### config.mk
export PLATFORM = sky130hd
export DESIGN_NAME = lir_router
export DESIGN_NICKNAME = d
export VERILOG_FILES = /design/src/rtl/lir_pkg.sv /design/src/rtl/lir_regs.sv /design/src/rtl/lir_core_steer.sv /design/src/rtl/lir_readmux.sv /design/src/rtl/lir_router.sv
export SDC_FILE = /design/constraint.sdc
export NUM_CORES = 1
export LEC_CHECK = 0
export ABC_AREA = 1
export BUFFER_PORTS_ARGS = -buffer_cell sky130_fd_sc_hd__buf_4
export CAP_MARGIN = 20
export CORE_MARGIN = 3
export CORE_UTILIZATION = 51
export CTS_BUF_LIST = sky130_fd_sc_hd__clkbuf_4 sky130_fd_sc_hd__clkbuf_8
export DETAILED_ROUTE_END_ITERATION = 6
export HOLD_SLACK_MARGIN = 0.15
export PLACE_DENSITY = 0.79
export SETUP_SLACK_MARGIN = 0.2
export SLEW_MARGIN = 20
export SYNTH_ARGS = -nofsm -noshare
export SYNTH_HDL_FRONTEND = slang
export SYNTH_SLANG_ARGS = --single-unit
### constraint.sdc
create_clock -name clk -period 1.9 [get_ports clk]
set_input_delay 0.38 -clock clk [delete_from_list [all_inputs] [get_ports clk]]
set_output_delay 0.38 -clock clk [all_outputs]
set_load 0.01 [all_outputs]
### src/rtl/lir_pkg.sv
package lir_pkg;

    localparam int MAX_CORES = 4;
    localparam int CORE_W    = 2;
    localparam int SRC_PER   = 4;
    localparam int PEND_W    = 10;
    localparam int DATA_W    = 32;
    localparam int ADDR_W    = 8;

    // pending-word bit positions (decoded by software)
    localparam int PB_TMR  = 0;
    localparam int PB_MBX  = 4;
    localparam int PB_GPU  = 8;
    localparam int PB_PMU  = 9;

    // register offsets
    localparam logic [ADDR_W-1:0] OFS_ROUTE  = 8'h0C;
    localparam logic [ADDR_W-1:0] OFS_PMUSET = 8'h10;
    localparam logic [ADDR_W-1:0] OFS_PMUCLR = 8'h14;
    localparam logic [3:0]        BANK_TMR   = 4'h4;
    localparam logic [3:0]        BANK_MBX   = 4'h5;
    localparam logic [3:0]        BANK_IRQP  = 4'h6;
    localparam logic [3:0]        BANK_FIQP  = 4'h7;

    typedef struct packed {
        logic [SRC_PER-1:0] fast_en;
        logic [SRC_PER-1:0] norm_en;
    } src_ctl_t;

    typedef struct packed {
        logic [CORE_W-1:0] fast_core;
        logic [CORE_W-1:0] norm_core;
    } gpu_route_t;

    typedef struct packed {
        logic [PEND_W-1:0] fast;
        logic [PEND_W-1:0] norm;
    } pend_pair_t;

    typedef enum logic [2:0] {
        RK_NONE,
        RK_ROUTE,
        RK_PMUSET,
        RK_PMUCLR,
        RK_TMR,
        RK_MBX,
        RK_IRQP,
        RK_FIQP
    } reg_kind_e;

    typedef struct packed {
        reg_kind_e         kind;
        logic [CORE_W-1:0] idx;
    } reg_sel_t;

    // decode an offset into a register kind and a core index
    function automatic reg_sel_t decode_addr(input logic [ADDR_W-1:0] a,
                                             input int unsigned      ncores);
        reg_sel_t s;
        s.kind = RK_NONE;
        s.idx  = a[3:2];
        if (a[1:0] == 2'b00) begin
            if (a == OFS_ROUTE)       s.kind = RK_ROUTE;
            else if (a == OFS_PMUSET) s.kind = RK_PMUSET;
            else if (a == OFS_PMUCLR) s.kind = RK_PMUCLR;
            else if (32'(a[3:2]) < ncores) begin
                case (a[7:4])
                    BANK_TMR:  s.kind = RK_TMR;
                    BANK_MBX:  s.kind = RK_MBX;
                    BANK_IRQP: s.kind = RK_IRQP;
                    BANK_FIQP: s.kind = RK_FIQP;
                    default:   s.kind = RK_NONE;
                endcase
            end
        end
        return s;
    endfunction

    // fast enable wins: each source reaches one path at most
    function automatic logic [2*SRC_PER-1:0] steer_group(input logic [SRC_PER-1:0] src,
                                                         input src_ctl_t          ctl);
        logic [SRC_PER-1:0] f;
        logic [SRC_PER-1:0] n;
        f = src & ctl.fast_en;
        n = src & ctl.norm_en & ~ctl.fast_en;
        return {f, n};
    endfunction

endpackage

### src/rtl/lir_regs.sv
module lir_regs
    import lir_pkg::*;
#(
    parameter int NUM_CORES = 4
) (
    input  logic                          clk,
    input  logic                          rst,
    input  logic                          wr_en,
    input  logic [ADDR_W-1:0]             wr_addr,
    input  logic [DATA_W-1:0]             wr_data,
    output src_ctl_t [NUM_CORES-1:0]      tmr_ctl,
    output src_ctl_t [NUM_CORES-1:0]      mbx_ctl,
    output gpu_route_t                    route,
    output logic [NUM_CORES-1:0]          pmu_en
);

    reg_sel_t sel;

    always_comb sel = decode_addr(wr_addr, NUM_CORES);

    always_ff @(posedge clk) begin
        if (rst) begin
            route  <= '0;
            pmu_en <= '0;
        end else if (wr_en) begin
            case (sel.kind)
                RK_ROUTE:  route  <= gpu_route_t'(wr_data[2*CORE_W-1:0]);
                RK_PMUSET: pmu_en <= pmu_en | wr_data[NUM_CORES-1:0];
                RK_PMUCLR: pmu_en <= pmu_en & ~wr_data[NUM_CORES-1:0];
                default: ;
            endcase
        end
    end

    for (genvar c = 0; c < NUM_CORES; c++) begin : g_ctl
        always_ff @(posedge clk) begin
            if (rst) begin
                tmr_ctl[c] <= '0;
                mbx_ctl[c] <= '0;
            end else if (wr_en && 32'(sel.idx) == c) begin
                if (sel.kind == RK_TMR) tmr_ctl[c] <= src_ctl_t'(wr_data[2*SRC_PER-1:0]);
                if (sel.kind == RK_MBX) mbx_ctl[c] <= src_ctl_t'(wr_data[2*SRC_PER-1:0]);
            end
        end
    end

endmodule

### src/rtl/lir_core_steer.sv
module lir_core_steer
    import lir_pkg::*;
#(
    parameter int CORE_ID = 0
) (
    input  logic [SRC_PER-1:0] tmr_lines,
    input  logic [SRC_PER-1:0] mbx_lines,
    input  src_ctl_t           tmr_ctl,
    input  src_ctl_t           mbx_ctl,
    input  logic               gpu_line,
    input  gpu_route_t         route,
    input  logic               pmu_line,
    input  logic               pmu_on,
    output pend_pair_t         pend,
    output logic               irq_req,
    output logic               fiq_req
);

    logic [2*SRC_PER-1:0] tmr_split;
    logic [2*SRC_PER-1:0] mbx_split;
    logic                 gpu_norm_hit;
    logic                 gpu_fast_hit;

    always_comb begin
        tmr_split    = steer_group(tmr_lines, tmr_ctl);
        mbx_split    = steer_group(mbx_lines, mbx_ctl);
        gpu_norm_hit = gpu_line && (32'(route.norm_core) == CORE_ID);
        gpu_fast_hit = gpu_line && (32'(route.fast_core) == CORE_ID);

        pend = '0;
        pend.norm[PB_TMR +: SRC_PER] = tmr_split[SRC_PER-1:0];
        pend.norm[PB_MBX +: SRC_PER] = mbx_split[SRC_PER-1:0];
        pend.norm[PB_GPU]            = gpu_norm_hit;
        pend.norm[PB_PMU]            = pmu_line && pmu_on;
        pend.fast[PB_TMR +: SRC_PER] = tmr_split[2*SRC_PER-1:SRC_PER];
        pend.fast[PB_MBX +: SRC_PER] = mbx_split[2*SRC_PER-1:SRC_PER];
        pend.fast[PB_GPU]            = gpu_fast_hit;
        pend.fast[PB_PMU]            = 1'b0;

        irq_req = |pend.norm;
        fiq_req = |pend.fast;
    end

endmodule

### src/rtl/lir_readmux.sv
module lir_readmux
    import lir_pkg::*;
#(
    parameter int NUM_CORES = 4
) (
    input  logic [ADDR_W-1:0]             rd_addr,
    input  src_ctl_t [NUM_CORES-1:0]      tmr_ctl,
    input  src_ctl_t [NUM_CORES-1:0]      mbx_ctl,
    input  gpu_route_t                    route,
    input  logic [NUM_CORES-1:0]          pmu_en,
    input  pend_pair_t [NUM_CORES-1:0]    pend,
    output logic [DATA_W-1:0]             rd_data
);

    reg_sel_t sel;

    always_comb begin
        sel     = decode_addr(rd_addr, NUM_CORES);
        rd_data = '0;
        case (sel.kind)
            RK_ROUTE:  rd_data[2*CORE_W-1:0]  = route;
            RK_PMUSET,
            RK_PMUCLR: rd_data[NUM_CORES-1:0] = pmu_en;
            RK_TMR:    rd_data[2*SRC_PER-1:0] = tmr_ctl[sel.idx];
            RK_MBX:    rd_data[2*SRC_PER-1:0] = mbx_ctl[sel.idx];
            RK_IRQP:   rd_data[PEND_W-1:0]    = pend[sel.idx].norm;
            RK_FIQP:   rd_data[PEND_W-1:0]    = pend[sel.idx].fast;
            default:   rd_data = '0;
        endcase
    end

endmodule

### src/rtl/lir_router.sv
module lir_router
    import lir_pkg::*;
#(
    parameter int NUM_CORES = 4
) (
    input  logic                           clk,
    input  logic                           rst,
    input  logic                           bus_wr,
    input  logic [ADDR_W-1:0]              bus_addr,
    input  logic [DATA_W-1:0]              bus_wdata,
    output logic [DATA_W-1:0]              bus_rdata,
    input  logic [SRC_PER*NUM_CORES-1:0]   tmr_src,
    input  logic [SRC_PER*NUM_CORES-1:0]   mbx_src,
    input  logic                           gpu_src,
    input  logic [NUM_CORES-1:0]           pmu_src,
    output logic [NUM_CORES-1:0]           irq_out,
    output logic [NUM_CORES-1:0]           fiq_out
);

    localparam int FLAT_W = NUM_CORES * PEND_W;

    src_ctl_t   [NUM_CORES-1:0] tmr_ctl;
    src_ctl_t   [NUM_CORES-1:0] mbx_ctl;
    gpu_route_t                 route;
    logic       [NUM_CORES-1:0] pmu_en;
    pend_pair_t [NUM_CORES-1:0] pend;
    logic       [FLAT_W-1:0]    norm_pend_flat;
    logic       [FLAT_W-1:0]    fast_pend_flat;

    lir_regs #(.NUM_CORES(NUM_CORES)) u_regs (
        .clk     (clk),
        .rst     (rst),
        .wr_en   (bus_wr),
        .wr_addr (bus_addr),
        .wr_data (bus_wdata),
        .tmr_ctl (tmr_ctl),
        .mbx_ctl (mbx_ctl),
        .route   (route),
        .pmu_en  (pmu_en)
    );

    for (genvar c = 0; c < NUM_CORES; c++) begin : g_core
        lir_core_steer #(.CORE_ID(c)) u_steer (
            .tmr_lines (tmr_src[c*SRC_PER +: SRC_PER]),
            .mbx_lines (mbx_src[c*SRC_PER +: SRC_PER]),
            .tmr_ctl   (tmr_ctl[c]),
            .mbx_ctl   (mbx_ctl[c]),
            .gpu_line  (gpu_src),
            .route     (route),
            .pmu_line  (pmu_src[c]),
            .pmu_on    (pmu_en[c]),
            .pend      (pend[c]),
            .irq_req   (irq_out[c]),
            .fiq_req   (fiq_out[c])
        );
        assign norm_pend_flat[c*PEND_W +: PEND_W] = pend[c].norm;
        assign fast_pend_flat[c*PEND_W +: PEND_W] = pend[c].fast;
    end

    lir_readmux #(.NUM_CORES(NUM_CORES)) u_rd (
        .rd_addr (bus_addr),
        .tmr_ctl (tmr_ctl),
        .mbx_ctl (mbx_ctl),
        .route   (route),
        .pmu_en  (pmu_en),
        .pend    (pend),
        .rd_data (bus_rdata)
    );

endmodule

==> results.tsv <==
stage	metric	value	unit
outcome	status	complete, but fails checks	
outcome	violated checks	design-rule violations, negative setup slack	
sta	max-slew violation count	0	
sta	FMAX	458	MHz
clock_network	clock buffer depth	2	
clock_network	clk sinks	72	
grt	initial antenna violation count	0	
hold_path	Hold Path Class	input pin to flip-flop	
detailed_routing	Initial DRC Count	820	
setup_path	required time worst endpoint	1.52	ns
clock_network	H-tree depth	3	
floorplanning	chip width	109	µm
synthesis	register area share after synthesis	26.8	%
floorplanning	die area	11800	µm²
grt	total global routing overflow	0	
synthesis	Mapped Avg Cell Area	5.92	µm²
detailed_routing	vias per std cell	5.76	
clock_network	clock latency on the worst-skew pair	0.37	ns
synthesis	number of flops mapped to enable cells by yosys	0	
setup_path	crit start category	input pin	
synthesis	largest cells by area after synthesis	dfxtp_1 (27%), nand2_1 (19%), nor2_1 (14%)	
detailed_routing	routed wire length	23400	µm
synthesis	post-synth top area share	26.8	%
detailed_routing	routed len/inst	19.8	µm
placed_design	placed instance area	6280	µm²
clock_network	Clock Tree Root	clkbuf_8	
synthesis	#FFs+latches synth	72	
grt	vias in the first global route	6131	
power_and_ir_drop	total power	3500	µW
power_and_ir_drop	Max VDD drop	0.658	mV
floorplanning	effective utilization at floorplan	53.9	%
synthesis	yosys warns	0	
finish	commonest non-fill, non-tap cell in the layout	nand2_1	
power_and_ir_drop	Static Leak	0.00389	µW
power_and_ir_drop	Power Density	449	nW/µm²
synthesis	unique cell type count in the Yosys netlist	39	
sta	Final setup viols	13	
placed_design	PortBufs	73	
detailed_routing	via count	6811	
grt	largest net degree at the start of global routing	73	
floorplanning	I/O pin total	120	
grt	GRT Total Usage	36.6	%
finish	most frequent cells in the layout	nand2_1 (235), nor2_1 (175), buf_4 (116), inv_1 (90), dfxtp_1 (42)	
sta	worst setup margin	-0.283	ns
placed_design	Final HPWL DP	15600	µm
synthesis	Mapped Area	5390	µm²
floorplanning	Die Span Y	109	µm
sta	Max-slew headroom	63.3	%
synthesis	Synth Flop Type	dfxtp_1	
floorplanning	core area	10000	µm²
sta	Worst-Margin Slew	0.550	ns
finish	fin nets	1124	
finish	Layout fillers	731	
sta	Final Hold Vio Count	0	
clock_network	Reg clk slew, reported paths	0.09	ns
synthesis	Gate Count Post-Synth	910	
setup_path	crit path kind	input pin to output port	
clock_network	CTS tree	built	
finish	area grow syn2layout	44.5	%
clock_network	CTS Buf Count	9	
setup_path	Crit. End Element	output port	
finish	post-route cell area	7780	µm²
detailed_routing	number of routed nets with antenna violations	0	
floorplanning	# rows	36	
sta	minimum clock period	2.18	ns
placed_design	pre-CTS setup slack	-0.262	ns
setup_path	critical path arrival	1.80	ns
synthesis	ys async rst share	0	%
detailed_routing	drt pass-1 iters	7	
sta	Final period util	115	%
sta	RSZ-0062 raised after global routing	true	
grt	first-pass GRT wire length	32100	µm
flow_run	Max-cap violations	0	
synthesis	area leader, netlist	dfxtp_1	
sta	Max Clock Skew	0	ns
placed_design	routability cong.	1.04	
clock_network	Post-CTS Hold Buffers	0	
detailed_routing	DRC violations left	1	
finish	share of layout cells above drive strength 1	35.0	%
setup_path	CP Max Fanout	9	
where the power goes:
part           total, µW  switching (µW)  internal [µW]
registers           1510            6.01           1500
clock network       1350             662            685
logic                640             378            261
repair_timing:
| action | in CTS | in global routing |
|---|---|---|
| pin swaps | 60 | 64 |
| cloned | 1 | 5 |
| endpoints found under the setup margin | 18 | 26 |
| setup buffers | 13 | 21 |
| gates resized for setup | 140 | 126 |
layout make-up:
type	instances	area [µm²]	area share, %
sequential	72	1500	19.2
clock inverter	5	62.6	0.804
antenna	1	2.50	0.0321
clock buffer	11	151	1.95
timing repair buffer	169	1610	20.6
tap	133	166	2.14
inverter	117	505	6.49
multi-input combinational	675	3790	48.7
state kept, by name (all words and copies together), names as in the netlist, named ones only:
signal and count:
u_regs.route 4, u_regs.tmr_ctl 32, u_regs.mbx_ctl 32
cells in the mapped netlist, types with 10 or more instances:
library cell / instances
dfxtp_1: 72
buf_6: 10
nand3_1: 44
clkbuf_1: 14
buf_4: 32
nand4_1: 25
o21ai_0: 13
o22ai_1: 19
nand2_1: 266
nor3_1: 17
a21oi_1: 18
inv_1: 115
nor2_1: 194
logic make-up after synthesis:
logic type / Yosys count / share of synthesized area [%]
other: 1 / 0.0696
DFF: 72 / 26.8
AOI/OAI and AO/OA: 77 / 9.20
and+or+nand+nor: 572 / 46.9
buffers and inverters: 188 / 17.1
critical path: stages:
cell	delay [ns]
buf_12	0.12
clkinv_8	0.06
nor2_4	0.04
buf_6	0.14
buf_6	0.13
nand3_2	0.07
o2111ai_2	0.18
nand3_1	0.17
nand2_1	0.09
nor2_1	0.20
nand2_2	0.08
buf_6	0.13
metrics by stage:
stage / setup TNS [ns] / hold slack [ns] / instances / util (%)
after floorplan: -0.673 / 0.437 / 931 / -
after global placement: -4.44 / 0.468 / 1126 / 62.8
after detailed placement: -6.00 / 0.470 / 1126 / 62.8
after CTS: -1.44 / 0.313 / 1156 / 70.7
after global routing: -2.76 / 0.333 / 1182 / 77.8
final: -2.00 / 0.329 / 1183 / 77.8
final timing paths:
kind,startpoint,end,slack [ns],depth (start not counted)
worst max-delay path,bus_addr[3],bus_rdata[3],-0.28,12
worst max register to register,u_regs.route[2]$_SDFFE_PP0P_,u_regs.route[2]$_SDFFE_PP0P_,0.87,3
worst min register to register,flip-flop,flip-flop,0.49,2
worst min-delay path,bus_wr,flip-flop,0.33,3
routing by layer:
layer / GRT usage, % / routed length (µm) / up-vias
li1: - / - / 3109
met1: 45.7 / 8550 / 3054
met2: 60.2 / 10600 / 508
met3: 7.76 / 2760 / 140
met4: 17.4 / 1520 / 0
met5: 0 / 0 / -
No activity file was read; power rests on OpenSTA's default activity.
